--- config.mk ---
export PLATFORM = sky130hd
export DESIGN_NAME = irq_req_latch
export DESIGN_NICKNAME = d
export VERILOG_FILES = /design/src/rtl/irq_latch_pkg.sv /design/src/rtl/irq_rst_sync.sv /design/src/rtl/irq_sync2.sv /design/src/rtl/irq_mode_reg.sv /design/src/rtl/irq_line_cell.sv /design/src/rtl/irq_req_latch.sv
export SDC_FILE = /design/constraint.sdc
export NUM_CORES = 1
export LEC_CHECK = 0
export ABC_AREA = 0
export ABC_CLOCK_PERIOD_IN_PS = 1500
export BUFFER_PORTS_ARGS = -buffer_cell sky130_fd_sc_hd__buf_2
export CAP_MARGIN = 25
export CORE_MARGIN = 4
export CORE_UTILIZATION = 45
export DETAILED_ROUTE_END_ITERATION = 12
export PLACE_DENSITY = 0.7
export SYNTH_ARGS = -nofsm -noshare
export SYNTH_HDL_FRONTEND = slang
export SYNTH_SLANG_ARGS = --single-unit
export TNS_END_PERCENT = 50
--- constraint.sdc ---
create_clock -name clk_i -period 1.5 [get_ports clk_i]
set_input_delay 0.45 -clock clk_i [delete_from_list [all_inputs] [get_ports clk_i]]
set_output_delay 0.45 -clock clk_i [all_outputs]
set_load 0.01 [all_outputs]
--- src/rtl/irq_latch_pkg.sv ---
package irq_latch_pkg;
  typedef enum logic {
    TRIG_EDGE  = 1'b0,
    TRIG_LEVEL = 1'b1
  } trig_e;

  localparam int unsigned SYNC_STAGES = 2;
endpackage

--- src/rtl/irq_rst_sync.sv ---
module irq_rst_sync #(
  parameter int unsigned STAGES = 2
) (
  input  logic clk_i,
  input  logic rst_ni,
  output logic rst_no
);
  logic [STAGES-1:0] chain_q;
  logic [STAGES-1:0] chain_d;

  always_comb begin
    chain_d = {chain_q[STAGES-2:0], 1'b1};
  end

  always_ff @(posedge clk_i or negedge rst_ni) begin
    if (!rst_ni) begin
      chain_q <= '0;
    end else begin
      chain_q <= chain_d;
    end
  end

  assign rst_no = chain_q[STAGES-1];
endmodule

--- src/rtl/irq_sync2.sv ---
module irq_sync2 #(
  parameter int unsigned WIDTH  = 8,
  parameter int unsigned STAGES = 2
) (
  input  logic             clk_i,
  input  logic             rst_ni,
  input  logic [WIDTH-1:0] async_i,
  output logic [WIDTH-1:0] sync_o
);
  logic [WIDTH-1:0] stage_q [STAGES];

  for (genvar s = 0; s < STAGES; s++) begin : g_stage
    logic [WIDTH-1:0] stage_d;
    if (s == 0) begin : g_first
      assign stage_d = async_i;
    end else begin : g_next
      assign stage_d = stage_q[s-1];
    end

    always_ff @(posedge clk_i or negedge rst_ni) begin
      if (!rst_ni) begin
        stage_q[s] <= '0;
      end else begin
        stage_q[s] <= stage_d;
      end
    end
  end

  assign sync_o = stage_q[STAGES-1];
endmodule

--- src/rtl/irq_mode_reg.sv ---
module irq_mode_reg #(
  parameter int unsigned          WIDTH   = 8,
  parameter logic [WIDTH-1:0]     WR_MASK = '1
) (
  input  logic             clk_i,
  input  logic             rst_ni,
  input  logic             wr_en_i,
  input  logic [WIDTH-1:0] wdata_i,
  output logic [WIDTH-1:0] mode_o
);
  logic [WIDTH-1:0] mode_q;
  logic [WIDTH-1:0] mode_d;

  always_comb begin
    mode_d = mode_q;
    if (wr_en_i) begin
      mode_d = wdata_i & WR_MASK;
    end
  end

  always_ff @(posedge clk_i or negedge rst_ni) begin
    if (!rst_ni) begin
      mode_q <= '0;
    end else begin
      mode_q <= mode_d;
    end
  end

  assign mode_o = mode_q;
endmodule

--- src/rtl/irq_line_cell.sv ---
module irq_line_cell
  import irq_latch_pkg::*;
(
  input  logic  clk_i,
  input  logic  rst_ni,
  input  logic  lvl_i,
  input  trig_e trig_i,
  input  logic  ack_hit_i,
  output logic  pend_o,
  output logic  prev_o
);
  logic pend_q, pend_d;
  logic prev_q, prev_d;
  logic rise;

  assign rise = lvl_i & ~prev_q;

  always_comb begin
    prev_d = lvl_i;
    pend_d = pend_q;
    unique case (trig_i)
      TRIG_LEVEL: pend_d = lvl_i;
      TRIG_EDGE: begin
        if (rise) begin
          pend_d = 1'b1;
        end else if (ack_hit_i) begin
          pend_d = 1'b0;
        end
      end
      default: pend_d = pend_q;
    endcase
  end

  always_ff @(posedge clk_i or negedge rst_ni) begin
    if (!rst_ni) begin
      pend_q <= 1'b0;
      prev_q <= 1'b0;
    end else begin
      pend_q <= pend_d;
      prev_q <= prev_d;
    end
  end

  assign pend_o = pend_q;
  assign prev_o = prev_q;
endmodule

--- src/rtl/irq_req_latch.sv ---
module irq_req_latch
  import irq_latch_pkg::*;
#(
  parameter int unsigned            N_LINES = 8,
  parameter logic [N_LINES-1:0]     WR_MASK = 8'hDE,
  localparam int unsigned           IDX_W   = $clog2(N_LINES)
) (
  input  logic               clk_i,
  input  logic               rst_ni,
  input  logic [N_LINES-1:0] req_i,
  input  logic               ack_i,
  input  logic [IDX_W-1:0]   ack_idx_i,
  input  logic               mode_wr_i,
  input  logic [N_LINES-1:0] mode_wdata_o,
  output logic [N_LINES-1:0] mode_rdata_o,
  output logic [N_LINES-1:0] irr_o
);
  logic               rst_n_sync;
  logic [N_LINES-1:0] req_sync;
  logic [N_LINES-1:0] prev_vec;
  logic [N_LINES-1:0] mode_vec;
  logic [N_LINES-1:0] ack_vec;

  irq_rst_sync #(.STAGES(SYNC_STAGES)) i_rst_sync (
    .clk_i  (clk_i),
    .rst_ni (rst_ni),
    .rst_no (rst_n_sync)
  );

  irq_sync2 #(.WIDTH(N_LINES), .STAGES(SYNC_STAGES)) i_req_sync (
    .clk_i   (clk_i),
    .rst_ni  (rst_n_sync),
    .async_i (req_i),
    .sync_o  (req_sync)
  );

  irq_mode_reg #(.WIDTH(N_LINES), .WR_MASK(WR_MASK)) i_mode (
    .clk_i   (clk_i),
    .rst_ni  (rst_n_sync),
    .wr_en_i (mode_wr_i),
    .wdata_i (mode_wdata_o),
    .mode_o  (mode_vec)
  );

  always_comb begin
    ack_vec = '0;
    if (ack_i) begin
      ack_vec[ack_idx_i] = 1'b1;
    end
  end

  for (genvar i = 0; i < N_LINES; i++) begin : g_line
    irq_line_cell i_cell (
      .clk_i     (clk_i),
      .rst_ni    (rst_n_sync),
      .lvl_i     (req_sync[i]),
      .trig_i    (trig_e'(mode_vec[i])),
      .ack_hit_i (ack_vec[i]),
      .pend_o    (irr_o[i]),
      .prev_o    (prev_vec[i])
    );
  end

  assign mode_rdata_o = mode_vec;
endmodule

Word-level counts from Yosys, hierarchy flattened
Cells that the tools add are included.
- add/subtract/negate cells: 0
- $mul: 0
- divide/modulo/power cells: 0
- magnitude comparators: 2
- equality and inequality tests: 6
- shifts and indexed selects: 0
- mux-type cells: 25
- bitwise operators: 22
- reductions and logical operators: 3
- operators with widths (cell ; number):
    3-bit by 2-bit inequality test with 1-bit output, second input constant ; 6
    1-bit 2-to-1 mux ; 17
    1-bit NOT ; 14
    1-bit one-hot mux with 2 select lines ; 6
    1-bit bitwise AND ; 8
    8-bit 2-to-1 mux ; 1
    3-bit by 4-bit < comparator with 1-bit output, second input constant ; 1
    2-bit nonzero test ; 2
    1-bit demux with 3-bit select ; 1
    3-bit by 1-bit greater-or-equal comparator with 1-bit output, second input constant ; 1
    1-bit logical AND ; 1
- register bits after elaboration: 40
- latch bits: 0
- bits in writable memories: 0
- memory bits (read-only): 0
- input port bits: 23
- logic and storage cells: 78
- memories kept: 0

Depth between registers and ports, before layout
- depth in word-level cells: 8
- gate-level depth with buffers: 3

Modules after synthesis
From an unflattened synthesis, not the netlist that was laid out.
- cell total of the unflattened synthesis: 83
- area total of the unflattened synthesis: 1370.1 µm²
- modules (own cells, without submodules) (module ; times used ; cells each ; area each (µm²) ; sequential area each (µm²)):
    irq_line_cell ; 8 ; 5 ; 68.8 ; 50.0
    irq_sync2 ; 1 ; 16 ; 400.4 ; 400.4
    irq_mode_reg ; 1 ; 16 ; 270.3 ; 150.1
    irq_req_latch ; 1 ; 8 ; 95.1 ; 0.0
    irq_rst_sync ; 1 ; 3 ; 53.8 ; 50.0

Least setup slack after synthesis
OpenSTA, ideal clock, no wires.
- path kind: input to register
- from: input ack_idx_i[1]
- to: register g_line[1].i_cell.pend_q
- library setup time: 0.122 ns
- arrival: 0.856 ns
- required time: 1.378 ns
- setup slack: 0.522 ns
- cell stages on the path: 2
- cells stage by stage: nand4bb_1 > a32o_1
- word-level cells in the longest chain between the ends: 6
- elaborated cells on any way between the ends: 7
- classes of those cells: order compare: 2; eq/ne: 1; mux: 3; reduce/logical: 1
- ends and longest elaborated chain (element ; RTL line ; text):
    from (decl) ; irq_req_latch.sv:12 ; input logic [IDX_W-1:0] ack_idx_i,
    3-bit by 4-bit < comparator with 1-bit output (implied by the code) or 3-bit by 1-bit greater-or-equal comparator with 1-bit output (tied branches) ; irq_req_latch.sv:48 ; ack_vec[ack_idx_i] = 1'b1;
    1-bit logical AND (implied by the code) ; irq_req_latch.sv:48 ;
    1-bit 2-to-1 mux (implied by the code) ; irq_req_latch.sv:48 ;
    1-bit demux with 3-bit select * ; irq_req_latch.sv:48 ;
    8-bit 2-to-1 mux * ; irq_req_latch.sv:47 ; if (ack_i) begin
    3-bit by 2-bit inequality test with 1-bit output (no line) * ; -- ;
    to (signal assigned) ; irq_line_cell.sv:39 ; pend_q <= pend_d;
    to (decl) ; irq_line_cell.sv:12 ; logic pend_q, pend_d;
Mark *: on every way between the ends. The rest lies on a longest branch, timed or not.
A chain may end at the register's enable or synchronous reset.

Final worst setup path
- from: register i_mode.mode_q[1], in the netlist i_mode.mode_o[1]
- to: output mode_rdata_o[1]
- RTL lines (element ; RTL line ; text):
    from (decl) ; irq_mode_reg.sv:11 ; logic [WIDTH-1:0] mode_q;
    from (signal assigned) ; irq_mode_reg.sv:25 ; mode_q <= mode_d;
    to (decl) ; irq_req_latch.sv:15 ; output logic [N_LINES-1:0] mode_rdata_o,
No word-level cell between the ends.

==> flow_summary.json <==
{
  "synth_cells": 102,
  "powerDensity_nw_per_um2": 1150,
  "io_buffer_count": 34,
  "first_iter_violations": 21,
  "crit_path_end_kind": "output port",
  "drc": 0,
  "period_minus_slack_ns": 1.32,
  "final.setup_skew_ns": 0.00637,
  "clock_latency_ns": 0.32,
  "ys_seq_elements": 40,
  "nets": 153,
  "maxSlewViolCount": 0,
  "rsz0062_at_grt": "false",
  "clockPowerShare": 0.240,
  "ys_seq_area_frac": 0.711,
  "wl_met2_um": 1080,
  "timing.fmax_mhz": 757,
  "final_common_cell": "dfrtp_1",
  "dp_hpwl_um": 1620,
  "path_buf_inv": 1,
  "peakVddDrop_mv": 0.710,
  "grt_overflow": 0,
  "postRouteAntennaNets": 0,
  "setup_tns_ns": 0,
  "slowest_stage": "dfrtp_1",
  "grt_pass1_vias": 794,
  "crit_path_max_incr_delay_ns": 0.40,
  "drive_above_1_share": 0.320,
  "comb_power_share": 0.106,
  "dieHeight_um": 63.9,
  "met3_length_um": 171,
  "ios": 39,
  "ys_warn_count": 0,
  "cp.arrival_ns": 0.87,
  "hold_viol": 0,
  "power.internal_w": 0.00140,
  "die_x_um": 63.9,
  "cp-start-kind": "flip-flop",
  "syn_avg_cell_area_um2": 13.8,
  "rows": 20,
  "antenna_found_initial": 0,
  "power_w": 0.00182,
  "netlist_area_um2": 1410,
  "final_core_util": 0.520,
  "cts_resized": 0,
  "grt_max_degree": 24,
  "cts_buffers": 5,
  "areaGrowthSynthToFinish_pct": 11.8,
  "top_layer_used": "met4",
  "cp.required_ns": 1.05,
  "crit_fanout": 3,
  "synth.distinct_cells": 15,
  "grt_pass1_wl_um": 3450,
  "start_util": 0.465,
  "cts_buffer_depth": 2,
  "htreeDepth": 2,
  "cp_cell_sequence": "buf_2",
  "p_sw_frac": 0.230,
  "seq_power_share": 0.654,
  "post-place-ws_ns": 0.299,
  "path_delay_family": "flip-flops",
  "cts_tree": "done",
  "wl_met1_um": 847,
  "drtPass1Iterations": 4,
  "setup_ws_ns": 0.179,
  "dieArea_um2": 4090,
  "p_sw_w": 0.000417,
  "root_buffer": "clkbuf_4",
  "vias_per_cell": 4.62,
  "fin_crit_sh": 0.881,
  "p_leak_nw": 0.755,
  "core_um2": 3030,
  "via_count": 795,
  "drv_cap": 0,
  "antennaDiodeCount": 0,
  "cts.sinks": 40,
  "path_class": "flip-flop to output port",
  "clk_pin_slew_ns": 0.10,
  "final_cell_mix": "40 x dfrtp_1, 34 x buf_2, 9 x inv_1",
  "avgRoutedWirePerCell_um": 12.4,
  "totalWireLength_um": 2130,
  "place_congestion": 0.651,
  "grtUsageTotal": 0.113,
  "status": "complete, no violations",
  "setup_viol": 0,
  "hold_class": "flip-flop to asynchronous set/reset pin"
}
==> path summary, 6_finish.rpt <==
check / start / endpoint / slack, ns / depth (start not counted)
worst max-delay path: i_mode.mode_o[1] / mode_rdata_o[1] / 0.18 / 1
worst min-delay path: i_rst_sync.chain_q[1] / i_req_sync.sync_o[1] / 0.21 / 1
max in group asynchronous: rst_ni / i_rst_sync.chain_q[1] / 0.99 / 2
worst max register to register: i_mode.mode_o[4] / g_line[4].i_cell.pend_o / 0.64 / 2
worst min register to register: i_rst_sync.chain_q[1] / i_req_sync.sync_o[1] / 0.21 / 1
min in group clk_i: req_i[2] / i_req_sync.g_stage[1].stage_d[2] / 0.23 / 1
==> cells in the mapped netlist (all sizes together) <==
cell type	number	share of area
nand4b	3	0.019
nand4	1	0.0044
o22ai	1	0.0044
inv	9	0.024
nor4b	1	0.0062
a32o	6	0.043
nand2b	6	0.027
nand4bb	3	0.024
conb	2	0.0053
dfrtp	40	0.71
a22o	1	0.0062
buf	17	0.089
nand2	6	0.016
o21ai	6	0.021
==> what timing repair did <==
item / CTS / global route
hold buffers: 1 / 0
buffers inserted: 0 / 0
hold endpoints to repair: 2 / 0
==> per-layer routing <==
metal / GRT usage / vias to the layer above
met2: 0.179 / 27
met5: 0 / -
met1: 0.135 / 387
met3: 0.0457 / 5
li1: - / 376
met4: 0.0485 / 0
==> power by group through the flow <==
stage,combinational [W],clock (W),sequential [W]
floorplan,0.000146,0,0.00122
global placement,0.000188,0,0.00121
detailed placement,0.000195,0,0.00121
CTS,0.000198,0.000463,0.00119
global route,0.000216,0.000498,0.00120
finish,0.000193,0.000435,0.00119
==> worst reg2reg max path, stage by stage (launching register included) <==
cell	delay, ns
dfrtp_1	0.40
nand2b_1	0.15
a32o_1	0.20
==> per-stage QoR <==
stage	hold slack (ns)	std cells	area, um2
2_1_floorplan	0.154	103	1410
4_1_cts	0.207	172	1570
3_3_place_gp	0.202	166	1530
6_report	0.209	172	1570
3_5_place_dp	0.215	166	1530
5_1_grt	0.203	172	1570
==> kinds of logic after synthesis <==
family	Yosys count	synth area share
DFF	40	0.711
buffers and inverters	26	0.113
and+or+nand+nor	20	0.0960
AOI/OAI and AO/OA	14	0.0747
other	2	0.00534
==> sequential cells by signal, indices dropped and copies added (netlist names) <==
| register | cells |
|---|---|
| i_req_sync.g_stage.stage_d | 8 |
| g_line.i_cell.pend_o | 8 |
| g_line.i_cell.prev_o | 8 |
| i_rst_sync.chain_q | 2 |
| i_req_sync.sync_o | 8 |
| i_mode.mode_o | 6 |
==> layout make-up <==
class	instances	area (um2)
Multi-Input combinational cell	37	251
Timing Repair Buffer	37	195
Tap cell	44	55.1
Inverter	9	33.8
Clock buffer	5	37.5
Fill cell	284	1450
Sequential cell	40	1000
Power figures use the tool's default switching activity.
